$ cat src/rtl/timer_pkg.sv
package timer_pkg;
    parameter int TMR_DIGITS = 3;

    typedef enum logic [1:0] {
        TB_FINE    = 2'b00,
        TB_MID     = 2'b01,
        TB_COARSE  = 2'b10,
        TB_COARSE2 = 2'b11
    } tbase_e;
endpackage

$ cat src/rtl/tbase_limit.sv
module tbase_limit #(
    parameter int DIV_FINE   = 10,
    parameter int DIV_MID    = 100,
    parameter int DIV_COARSE = 1000,
    parameter int PRE_W      = $clog2(DIV_COARSE)
) (
    input  timer_pkg::tbase_e code,
    output logic [PRE_W-1:0]  limit
);
    always_comb begin
        unique case (code)
            timer_pkg::TB_FINE: limit = PRE_W'(DIV_FINE - 1);
            timer_pkg::TB_MID:  limit = PRE_W'(DIV_MID - 1);
            default:            limit = PRE_W'(DIV_COARSE - 1);
        endcase
    end
endmodule

$ cat src/rtl/bcd_preset_clamp.sv
module bcd_preset_clamp #(
    parameter int DIGITS = 3,
    localparam int CNT_W = 4 * DIGITS
) (
    input  logic [CNT_W-1:0] raw,
    output logic [CNT_W-1:0] val
);
    logic [DIGITS-1:0] bad;

    for (genvar i = 0; i < DIGITS; i++) begin : g_dig
        assign bad[i] = raw[4*i +: 4] > 4'd9;
    end

    assign val = (|bad) ? {DIGITS{4'd9}} : raw;
endmodule

$ cat src/rtl/bcd_incr.sv
module bcd_incr #(
    parameter int DIGITS = 3,
    localparam int CNT_W = 4 * DIGITS
) (
    input  logic [CNT_W-1:0] a,
    output logic [CNT_W-1:0] y
);
    logic [DIGITS:0] cy;
    assign cy[0] = 1'b1;

    for (genvar i = 0; i < DIGITS; i++) begin : g_dig
        logic [3:0] d;
        assign d         = a[4*i +: 4];
        assign cy[i+1]   = cy[i] && (d == 4'd9);
        assign y[4*i +: 4] = !cy[i] ? d : ((d == 4'd9) ? 4'd0 : d + 4'd1);
    end
endmodule

$ cat src/rtl/bcd_ondelay_timer.sv
module bcd_ondelay_timer #(
    parameter int DIGITS     = timer_pkg::TMR_DIGITS,
    parameter int DIV_FINE   = 10,
    parameter int DIV_MID    = 100,
    parameter int DIV_COARSE = 1000,
    localparam int CNT_W     = 4 * DIGITS,
    localparam int PRE_W     = $clog2(DIV_COARSE),
    localparam int WORD_W    = CNT_W + 4
) (
    input  logic              clk,
    input  logic              rst_n,
    input  logic              ms_tick,
    input  logic              run_en,
    input  logic              clr,
    input  logic [CNT_W+1:0]  preset_word,
    output logic              done,
    output logic [WORD_W-1:0] time_word
);
    typedef struct packed {
        logic [PRE_W-1:0] pre;
        logic [CNT_W-1:0] cnt;
        logic             done;
        logic             clr_prev;
    } state_t;

    state_t st_d, st_q;

    timer_pkg::tbase_e code;
    logic [PRE_W-1:0]  limit;
    logic [CNT_W-1:0]  preset_val;
    logic [CNT_W-1:0]  cnt_inc;

    assign code = timer_pkg::tbase_e'(preset_word[CNT_W+1:CNT_W]);

    tbase_limit #(
        .DIV_FINE  (DIV_FINE),
        .DIV_MID   (DIV_MID),
        .DIV_COARSE(DIV_COARSE),
        .PRE_W     (PRE_W)
    ) u_limit (
        .code (code),
        .limit(limit)
    );

    bcd_preset_clamp #(.DIGITS(DIGITS)) u_clamp (
        .raw(preset_word[CNT_W-1:0]),
        .val(preset_val)
    );

    bcd_incr #(.DIGITS(DIGITS)) u_incr (
        .a(st_q.cnt),
        .y(cnt_inc)
    );

    always_comb begin
        logic clr_rise;
        logic step;
        st_d          = st_q;
        st_d.clr_prev = clr;
        clr_rise      = clr && !st_q.clr_prev;
        step          = ms_tick && (st_q.pre >= limit);
        if (!run_en || clr_rise) begin
            st_d.pre  = '0;
            st_d.cnt  = '0;
            st_d.done = 1'b0;
        end else begin
            if (ms_tick) begin
                st_d.pre = step ? '0 : st_q.pre + PRE_W'(1);
            end
            if (step && (st_q.cnt < preset_val)) begin
                st_d.cnt = cnt_inc;
            end
            st_d.done = (st_d.cnt >= preset_val);
        end
    end

    always_ff @(posedge clk or negedge rst_n) begin
        if (!rst_n) begin
            st_q <= '0;
        end else begin
            st_q <= st_d;
        end
    end

    assign done      = st_q.done;
    assign time_word = {2'b00, preset_word[CNT_W+1:CNT_W], st_q.cnt};
endmodule

$ cat config.mk
export PLATFORM = sky130hd
export DESIGN_NAME = bcd_ondelay_timer
export DESIGN_NICKNAME = d
export VERILOG_FILES = /design/src/rtl/timer_pkg.sv /design/src/rtl/tbase_limit.sv /design/src/rtl/bcd_preset_clamp.sv /design/src/rtl/bcd_incr.sv /design/src/rtl/bcd_ondelay_timer.sv
export SDC_FILE = /design/constraint.sdc
export NUM_CORES = 1
export LEC_CHECK = 0
export ABC_AREA = 1
export BUFFER_PORTS_ARGS = -buffer_cell sky130_fd_sc_hd__buf_4
export CORE_MARGIN = 2
export CORE_UTILIZATION = 53
export CTS_BUF_LIST = sky130_fd_sc_hd__clkbuf_8 sky130_fd_sc_hd__clkbuf_16
export CTS_CLUSTER_DIAMETER = 30
export CTS_CLUSTER_SIZE = 25
export DETAILED_ROUTE_END_ITERATION = 6
export MAX_ROUTING_LAYER = met4
export PLACE_DENSITY = 0.75
export SLEW_MARGIN = 10
export SYNTH_ARGS = -nofsm -noshare
export SYNTH_HDL_FRONTEND = slang
export SYNTH_SLANG_ARGS = --single-unit
$ cat constraint.sdc
create_clock -name clk -period 2.5 [get_ports clk]
set_clock_uncertainty 0.15 [all_clocks]
set_input_delay 0.25 -clock clk [delete_from_list [all_inputs] [get_ports clk]]
set_output_delay 0.25 -clock clk [all_outputs]
set_load 0.05 [all_outputs]
== Word level (Yosys, flattened, before mapping) ==
Index checks and enable logic that the tools add are counted.

* Word-level logic and storage cells: 40
* Input bits: 19
* Flip-flop bits (word level): 24

* Reduce and logical (&&, ||, !) cells: 10
* Multiplexer cells: 12
* Magnitude comparators: 6
* Equal/unequal tests: 4
* $add $sub $neg: 4

{| class="wikitable"
|+ Operator list
! kind !! number
|-
| 2-to-1 mux 12 bit || 3
|-
| 2-to-1 mux 23 bit || 1
|-
| 2-to-1 mux 10 bit || 2
|-
| 2-to-1 mux 4 bit || 5
|-
| one-hot mux 10 bit (2 select lines) || 1
|-
| adder 4 x 1 -> 4 bit, second input constant || 3
|-
| equality test 4 bit, second input constant || 3
|-
| greater-or-equal comparator 12 bit || 1
|-
| > comparator 4 bit, second input constant || 3
|-
| < comparator 12 bit || 1
|-
| adder 10 x 1 -> 10 bit, second input constant || 1
|-
| greater-or-equal comparator 10 bit || 1
|-
| logical AND 1 bit || 4
|-
| OR reduction 3 bit || 1
|-
| equality test 2 x 1 -> 1 bit, second input constant || 1
|-
| logical NOT 1 bit || 2
|-
| logical NOT 2 bit || 1
|-
| nonzero test 2 bit || 1
|-
| logical OR 1 bit || 1
|}

== Longest topological paths before layout ==
Gate-level depths: netlist (run 1).

* Depth after elaboration: 9
* Gate-level depth with buffers: 24
* Depth with buffers taken out: 23

== Hierarchy ==
A second synthesis (run 1) with hierarchy kept.

* Cell total of the unflattened synthesis: 429
* Area total of the unflattened synthesis: 2821.5 um^2

{| class="wikitable"
|+ Modules (own cells, without submodules)
! module !! instances !! seq. area each (um^2) !! cells each !! area each (um^2)
|-
| bcd_ondelay_timer || 1 || 600.6 || 322 || 2278.4
|-
| bcd_incr || 1 || 0.0 || 66 || 321.6
|-
| bcd_preset_clamp || 1 || 0.0 || 27 || 142.6
|-
| tbase_limit || 1 || 0.0 || 14 || 78.8
|}

== Least setup slack after synthesis (run 1) ==
OpenSTA, ideal clock, no wires.

* Path kind: input -> register
* From: input preset_word[6]
* To: register st_q, in the netlist done
* Slack: -0.569 ns
* Required time: 2.237 ns
* Cell stages on the path: 23
* Data arrival time: 2.806 ns
* Cells stage by stage: o21ai_1 -> nand3_1 -> inv_1 -> nand2_1 -> ha_1 -> a21oi_1 -> o21ai_0 -> nand3_1 -> nand2_1 -> nand2_1 -> nand2_1 -> nor2_4 -> buf_6 -> nand3_2 -> nand2_2 -> inv_1 -> ha_1 -> a21oi_1 -> nor2_1 -> a211oi_1 -> nand4_1 -> nand2_1 -> inv_1

{| class="wikitable"
|+ RTL lines
! item !! line !! source
|-
| start: declaration || bcd_ondelay_timer.sv:15 || <nowiki>input logic [CNT_W+1:0] preset_word,</nowiki>
|-
| end signal: assignment || bcd_ondelay_timer.sv:81 || <nowiki>st_q <= st_d;</nowiki>
|-
| end: declaration || bcd_ondelay_timer.sv:26 || <nowiki>state_t st_d, st_q;</nowiki>
|}

==> results of run 1 <==
==> stage by stage <==
| stage | worst slack [ns] | power (mW) | instance area, sq um |
|---|---|---|---|
| after floorplan | -0.4572 | 0.4850 | 2708 |
| after global placement | -0.7422 | 0.5651 | 3466 |
| after detailed placement | -0.8893 | 0.5707 | 3466 |
| after CTS | -0.4774 | 0.9646 | 3990 |
| after global routing | -0.9877 | 1.049 | 4294 |
| final | -0.9528 | 1.040 | 4294 |
==> synth_stat cells (3+ instances only) <==
cell type | count | area, sq um
sky130_fd_sc_hd__a21oi_1 | 13 | 65.06
sky130_fd_sc_hd__buf_4 | 16 | 120.1
sky130_fd_sc_hd__dfrtp_1 | 24 | 600.6
sky130_fd_sc_hd__ha_1 | 38 | 475.5
sky130_fd_sc_hd__inv_1 | 39 | 146.4
sky130_fd_sc_hd__inv_2 | 6 | 22.52
sky130_fd_sc_hd__nand2_1 | 51 | 191.4
sky130_fd_sc_hd__nand2_2 | 8 | 50.05
sky130_fd_sc_hd__nand2_4 | 17 | 191.4
sky130_fd_sc_hd__nand3_1 | 22 | 110.1
sky130_fd_sc_hd__nand3_2 | 11 | 110.1
sky130_fd_sc_hd__nor2_1 | 17 | 63.81
sky130_fd_sc_hd__nor2_2 | 10 | 62.56
sky130_fd_sc_hd__nor2_4 | 3 | 33.78
sky130_fd_sc_hd__nor3_1 | 3 | 15.01
sky130_fd_sc_hd__o21ai_0 | 13 | 65.06
sky130_fd_sc_hd__o21ai_1 | 6 | 30.03
sky130_fd_sc_hd__o22ai_1 | 5 | 31.28
sky130_fd_sc_hd__or2_2 | 4 | 25.02
sky130_fd_sc_hd__xor2_1 | 8 | 70.07
==> registers in the layout (all words and copies together), names as in the netlist <==
| register | cells |
|---|---|
| st_q | 11 |
| time_word | 12 |
| done | 1 |
==> logic make-up (layout without fill, tap and decap cells) <==
group	Yosys count	count (layout)	synth area share
compound gates	46	46	0.1059
xor+xnor	9	9	0.02965
fa+ha+maj	38	38	0.1788
buf+inv	66	178	0.1252
flops	24	24	0.2259
mux	1	1	0.003765
other cells	1	2	0.001410
simple gates	149	149	0.3294
==> worst reg2reg max path: stages (launching register included) <==
cell and delay [ns]:
sky130_fd_sc_hd__dfrtp_1 0.44, sky130_fd_sc_hd__ha_1 0.34, sky130_fd_sc_hd__nand2_2 0.10, sky130_fd_sc_hd__nor2_4 0.17, sky130_fd_sc_hd__nand2_2 0.09, sky130_fd_sc_hd__nor2_4 0.11, sky130_fd_sc_hd__a211oi_4 0.06, sky130_fd_sc_hd__nor2_4 0.19
sky130_fd_sc_hd__buf_12 0.14, sky130_fd_sc_hd__nand2_8 0.09, sky130_fd_sc_hd__buf_12 0.16, sky130_fd_sc_hd__nand2_4 0.06, sky130_fd_sc_hd__nand2_4 0.06, sky130_fd_sc_hd__inv_2 0.14, sky130_fd_sc_hd__ha_4 0.26, sky130_fd_sc_hd__a21oi_2 0.17
sky130_fd_sc_hd__o21ai_2 0.08, sky130_fd_sc_hd__nand2_1 0.07, sky130_fd_sc_hd__nand4_1 0.14, sky130_fd_sc_hd__nand2_1 0.12, sky130_fd_sc_hd__inv_1 0.06
==> path summary, 6_finish.rpt <==
path / depth (start not counted) / to / from / slack [ns]
worst max-delay path: 25 / done / preset_word[9] / -0.95
max in group asynchronous: 2 / time_word[1] / rst_n / 1.66
worst min-delay path: 2 / time_word[9] / rst_n / 0.25
worst min register to register: 3 / st_q[15] / st_q[15] / 0.55
min in group clk: 3 / st_q[15] / ms_tick / 0.27
worst max register to register: 20 / done / st_q[23] / -0.80
==> what timing repair did <==
action | 4_1_cts | 5_1_grt
buffers inserted | 11 | 7
gates cloned | 1 | 0
setup endpoints to repair | 2 | 11
endpoints found under the hold margin | 25 | 0
pin swaps | 31 | 23
hold buffers | 2 | 0
gates resized for setup | 64 | 51
==> per-layer routing <==
metal  up-vias  GRT usage  share of wire  routed length [um]
met4         0     0.2103          0.099                1219
met2       279     0.6072           0.46                5591
li1       1303          -              -                   -
met1      1525     0.4332           0.34                4227
met3       134    0.04685          0.099                1214
met5         -          -              0                   0
==> area by class of cell <==
type	instances	area, sq um	area share
clock buffers	3	41.29	0.009615
clock inverters	1	30.03	0.006993
inverters	45	181.4	0.04225
multi-input cells	245	2213	0.5154
flip-flops and latches	24	600.6	0.1399
well taps	67	83.83	0.01952
repair buffers	129	1144	0.2663
==> power by group through the flow <==
stage	clock [mW]	sequential (mW)	combinational (mW)
final	0.378	0.393	0.269
after global routing	0.381	0.393	0.275
after CTS	0.363	0.393	0.209
after detailed placement	0	0.401	0.170
after global placement	0	0.400	0.165
after floorplan	0	0.401	0.0837
==> impl_results.rst, run 1 <==
.. list-table::
   :header-rows: 1

   * - Metric
     - Value
   * - Max rail drop VDD
     - 0.0002376 V
   * - Full die area
     - 5599 sq um
   * - Worst Setup Start Kind
     - input pin
   * - Max-slew violation count
     - 0
   * - Crit share post-route
     - 1.381
   * - Violated checks
     - design-rule violations, negative setup slack
   * - Synth Area per Inst
     - 7.960 sq um
   * - Filler cell count in the final layout
     - 203
   * - Hold slack final
     - 0.2481 ns
   * - Setup slack of the critical path after layout
     - -0.9528 ns
   * - Number of buffers between clock root and the deepest sink
     - 2
   * - Path type of the worst min-delay path
     - in -> async
   * - Share of the core filled with cells
     - 0.8973
   * - Starting density of the core
     - 0.5556
   * - GRT overflow
     - 0
   * - Number of buffer and inverter instances along the worst setup path
     - 5
   * - Via count
     - 3241
   * - Die span in x
     - 74.83 um
   * - Area growth from synthesis to layout
     - 61.51%
   * - Routed via count divided by cell count
     - 6.305
   * - Unrepaired setup endpoints after global routing
     - true
   * - Share of total power in sequential cells
     - 0.378
   * - Data required time of the critical path
     - 2.55 ns
   * - Setup Crit Path Kind
     - in -> reg
   * - CTS tree
     - yes
   * - TNS Setup
     - -1.875 ns
   * - Minimum period implied by the final worst setup slack
     - 3.453 ns
   * - Count of max-cap constraint violations
     - 0
   * - Input/output buffers
     - 33
   * - Maximum number of pins on one net before global-route repair
     - 25
   * - Endpoint type of the worst setup path
     - flop
   * - Number of antenna repair diodes
     - 0
   * - Stage delay of the slowest cell on the critical path
     - 0.26 ns
   * - Antenna violations before repair
     - 0
   * - Non-Filler Instances
     - 514
   * - Sequential cell area fraction in the yosys report
     - 0.2259
   * - Synth warnings
     - 0
   * - Fraction of power spent switching nets
     - 0.3103
   * - Internal cell power
     - 0.7174 mW
   * - Mapped Cells
     - 334
   * - Upper clock frequency limit
     - 289.6 MHz
   * - Status
     - finished, violations left
   * - CTS Buf Count
     - 3
   * - Via count of the first global-routing pass
     - 2871
   * - DRC
     - 3
   * - Core Rows
     - 25
   * - Worst-path maximum fanout
     - 8
   * - CTS root buffer
     - sky130_fd_sc_hd__clkbuf_8
   * - Asr flop ratio synth
     - 1.000
   * - First-pass GRT wire length
     - 14.72 mm
   * - Fraction of final layout cells sized beyond drive strength 1
     - 0.5861
   * - Area of the mapped netlist
     - 2659 sq um
   * - Number of cells after detailed placement
     - 491
   * - Area of the core region
     - 4786 sq um
   * - Most repeated library cell on the critical path
     - sky130_fd_sc_hd__nand2_1
   * - Crit path max-delay cell type
     - sky130_fd_sc_hd__ha_4
   * - Initial drt markers
     - 365
   * - Number of setup violations in the final report
     - 12
   * - Count of clock tree sinks
     - 24
   * - Combinational group share of total power
     - 0.258
   * - Global Route Usage Sum
     - 0.3692
   * - Die Y
     - 74.83 um
   * - Post-synth EDFFs
     - 0
   * - Final number of hold-violating endpoints
     - 0
   * - Most frequent cells in the layout
     - 101 x sky130_fd_sc_hd__buf_4, 36 x sky130_fd_sc_hd__nand2_1, 33 x sky130_fd_sc_hd__inv_1
   * - Flip-flop cell with the highest count after synthesis
     - sky130_fd_sc_hd__dfrtp_1
   * - Clk Latency, worst-skew pair
     - 0.29 ns
   * - Antenna viol nets, final
     - 0
   * - Leakage
     - 2.071 nW
   * - Largest delay contributor family on the critical path
     - simple AND/OR/NAND/NOR gates
   * - Total Wirelength
     - 12.25 mm
   * - Placed wire-length estimate
     - 5.307 mm
   * - Power per cell area
     - 242.2 nW/um^2
   * - Data arrival time at the worst-slack endpoint
     - 3.50 ns
   * - Number of distinct library cells after synthesis
     - 35
   * - Commonest non-fill, non-tap cell in the layout
     - sky130_fd_sc_hd__buf_4
   * - Number of nets at the end of the flow
     - 505
   * - Io pins
     - 36
   * - Wire length per cell
     - 23.84 um
   * - Clock transition at the registers of the reported paths
     - 0.11 ns
   * - Seq cells post-synth
     - 24
   * - Proportion of power drawn by the clock network
     - 0.364
   * - Routability congestion estimate
     - 0.9538
   * - Number of iterations in the first detailed-routing pass
     - 7
   * - H-tree level count
     - 1
   * - Sw power
     - 0.3228 mW
Note: power is estimated with default switching activity, not from simulation.
==> run 2, diff against run 1 <==
- BUFFER_PORTS_ARGS: -buffer_cell sky130_fd_sc_hd__buf_4 -> default
- CORE_UTILIZATION: 53 -> 59
- DONT_BUFFER_PORTS: default -> 1
- PLACE_DENSITY: 0.75 -> 0.76
==> impl_results.rst, run 2 (synthesized netlist as in run 1, its figures left out) <==
.. list-table::
   :header-rows: 1

   * - Metric
     - Value
   * - Number of setup violations in the final report
     - 2 (-10)
   * - H-tree level count
     - 1 (unchanged)
   * - Largest register FFs
     - 12 (unchanged)
   * - Full die area
     - 5059 sq um (-9.6%)
   * - Setup Crit Path Kind
     - in -> reg
   * - Die span in x
     - 71.13 um (-4.9%)
   * - Power per cell area
     - 253.7 nW/um^2 (+4.7%)
   * - DRC
     - 0 (-3)
   * - Die Y
     - 71.13 um (-4.9%)
   * - Endpoint type of the worst setup path
     - flop
   * - Crit path max-delay cell type
     - sky130_fd_sc_hd__ha_4
   * - CTS root buffer
     - sky130_fd_sc_hd__clkbuf_8
   * - Clock transition at the registers of the reported paths
     - 0.10 ns (about the same)
   * - Final number of hold-violating endpoints
     - 0 (unchanged)
   * - First-pass GRT wire length
     - 13.83 mm (-6.1%)
   * - Path type of the worst min-delay path
     - in -> reg
   * - Io pins
     - 36 (unchanged)
   * - Initial drt markers
     - 225 (-38%)
   * - Starting density of the core
     - 0.6106 (+0.05508)
   * - Max rail drop VDD
     - 0.0002078 V (-13%)
   * - Global Route Usage Sum
     - 0.3600 (-0.009221)
   * - Area of the core region
     - 4354 sq um (-9.0%)
   * - Input/output buffers
     - 0 (-100%)
   * - Max-slew violation count
     - 0 (unchanged)
   * - Wire length per cell
     - 18.90 um (-21%)
   * - Worst-path maximum fanout
     - 5 (-3)
   * - Via count of the first global-routing pass
     - 2884 (+0.45%)
   * - Number of antenna repair diodes
     - 0 (unchanged)
   * - Total Wirelength
     - 8.600 mm (-30%)
   * - CTS Buf Count
     - 3 (unchanged)
   * - Routed length on met1
     - 3.373 mm (-20%)
   * - GRT overflow
     - 0 (unchanged)
   * - Antenna violations before repair
     - 0 (unchanged)
   * - Routed via count divided by cell count
     - 6.088 (-3.4%)
   * - Status
     - finished, violations left
   * - Upper clock frequency limit
     - 318.5 MHz (+10%)
   * - Worst Setup Start Kind
     - input pin
   * - Number of buffer and inverter instances along the worst setup path
     - 5 (unchanged)
   * - Max Used Layer
     - met4
   * - Via count
     - 2770 (-15%)
   * - Placed inst area
     - 3199 sq um (-7.7%)
   * - Commonest non-fill, non-tap cell in the layout
     - sky130_fd_sc_hd__buf_4
   * - Data required time of the critical path
     - 2.57 ns (+0.02 ns)
   * - Count of clock tree sinks
     - 24 (unchanged)
   * - Placed wire-length estimate
     - 5.112 mm (-3.7%)
   * - Clk Latency, worst-skew pair
     - 0.28 ns (about the same)
   * - TNS Setup
     - -0.6585 ns (+1.216 ns)
   * - Largest delay contributor family on the critical path
     - simple AND/OR/NAND/NOR gates
   * - Stage delay of the slowest cell on the critical path
     - 0.29 ns (+0.03 ns)
   * - Most repeated library cell on the critical path
     - sky130_fd_sc_hd__nand2_2
   * - Final standard cell area without fillers
     - 3638 sq um (-15%)
   * - Wire length on met2
     - 4.164 mm (-26%)
   * - Count of max-cap constraint violations
     - 0 (unchanged)
   * - Area growth from synthesis to layout
     - 36.85%
   * - Maximum number of pins on one net before global-route repair
     - 25 (unchanged)
   * - Unrepaired setup endpoints after global routing
     - true
   * - Crit share post-route
     - 1.256 (-0.1251)
   * - Routability congestion estimate
     - 0.9262 (-2.9%)
   * - Number of buffers between clock root and the deepest sink
     - 2 (unchanged)
   * - Number of nets at the end of the flow
     - 461 (-8.7%)
   * - Sequential Area
     - 601.8 sq um (+0.21%)
   * - Power Total
     - 0.9229 mW (-11%)
   * - Leakage
     - 1.755 nW (-15%)
   * - Minimum period implied by the final worst setup slack
     - 3.140 ns (-0.3127 ns)
   * - Fraction of final layout cells sized beyond drive strength 1
     - 0.4789 (-0.1072)
   * - Area of the multi-input gates
     - 2029 sq um (-8.3%)
   * - CTS tree
     - yes
   * - Antenna viol nets, final
     - 0 (unchanged)
   * - Core Rows
     - 24 (-4.0%)
   * - Most frequent cells in the layout
     - 74 x sky130_fd_sc_hd__buf_4, 44 x sky130_fd_sc_hd__nand2_1, 36 x sky130_fd_sc_hd__inv_1
   * - Data arrival time at the worst-slack endpoint
     - 3.21 ns (-0.29 ns)
   * - Number of iterations in the first detailed-routing pass
     - 5 (-2)
   * - Filler cell count in the final layout
     - 218 (+7.4%)
   * - Met3 Wirelength
     - 646 um (-47%)
   * - Violated checks
     - negative setup slack
   * - Setup slack of the critical path after layout
     - -0.6401 ns (+0.3127 ns)
   * - Share of the core filled with cells
     - 0.8356 (-0.06162)
run 2: final cells by class:
| class | instances | area share |
|---|---|---|
| timing repair buffer | 84 | 0.1922 |
| tap | 52 | 0.01788 |
| sequential | 24 | 0.1654 |
| inverter | 45 | 0.04711 |
| clock inverter | 1 | 0.008253 |
| multi-input combinational | 246 | 0.5578 |
| clock buffer | 3 | 0.01135 |
run 2: power by group:
group / switching, mW / internal, mW
Combinational: 0.100 / 0.0698
Sequential: 0.00212 / 0.391
Clock: 0.146 / 0.214
run 2: timing repair:
| item | CTS | global route |
|---|---|---|
| gates cloned | 1 | 0 |
| endpoints found under the hold margin | 25 | 0 |
| pin swaps | 28 | 4 |
| hold buffers | 3 | 0 |
| gates resized for setup | 46 | 8 |
| buffers inserted | 4 | 0 |
| setup endpoints to repair | 1 | 3 |
run 2: final timing paths:
path,from,to,slack [ns],depth (start not counted)
setup / recovery,preset_word[10],done,-0.64,25
hold / removal,ms_tick,st_q[16],0.12,2
setup reg to reg,time_word[5],done,-0.59,20
hold reg to reg,st_q[14],st_q[14],0.50,2
max in group asynchronous,rst_n,st_q[0],1.81,2
min in group asynchronous,rst_n,time_word[5],0.23,2
run 2: worst reg2reg max path, stage by stage (launching register included):
cell                      delay, ns
sky130_fd_sc_hd__dfrtp_2       0.48
sky130_fd_sc_hd__ha_4          0.28
sky130_fd_sc_hd__a21oi_4       0.12
sky130_fd_sc_hd__o21ai_2       0.09
sky130_fd_sc_hd__nand3_1       0.11
sky130_fd_sc_hd__nand2_1       0.08
sky130_fd_sc_hd__nand2_2       0.10
sky130_fd_sc_hd__nand2_2       0.06
sky130_fd_sc_hd__nor2_4        0.10
sky130_fd_sc_hd__buf_12        0.15
sky130_fd_sc_hd__buf_8         0.15
sky130_fd_sc_hd__nand3_1       0.09
sky130_fd_sc_hd__nand2_1       0.11
sky130_fd_sc_hd__inv_1         0.08
sky130_fd_sc_hd__ha_4          0.27
sky130_fd_sc_hd__nand2_1       0.08
sky130_fd_sc_hd__o21ai_1       0.14
sky130_fd_sc_hd__nand3_1       0.13
sky130_fd_sc_hd__nand4_1       0.11
sky130_fd_sc_hd__nand2_1       0.08
sky130_fd_sc_hd__inv_1         0.08
run 2: metal layers:
metal / up-vias / global-route usage
met5: - / -
met4: 0 / 0.1614
met1: 1324 / 0.4332
met2: 175 / 0.5898
met3: 52 / 0.06268
li1: 1219 / -
run 2: through the flow:
stage               hold WS, ns  std cells  setup WS [ns]
CTS                      0.1030        455        -0.2985
floorplan               -0.1956        335        -0.4572
global route             0.1347        455        -0.7347
finish                   0.1212        455        -0.6401
detailed placement      -0.1946        443        -0.8403
global placement        -0.1944        443        -0.6866
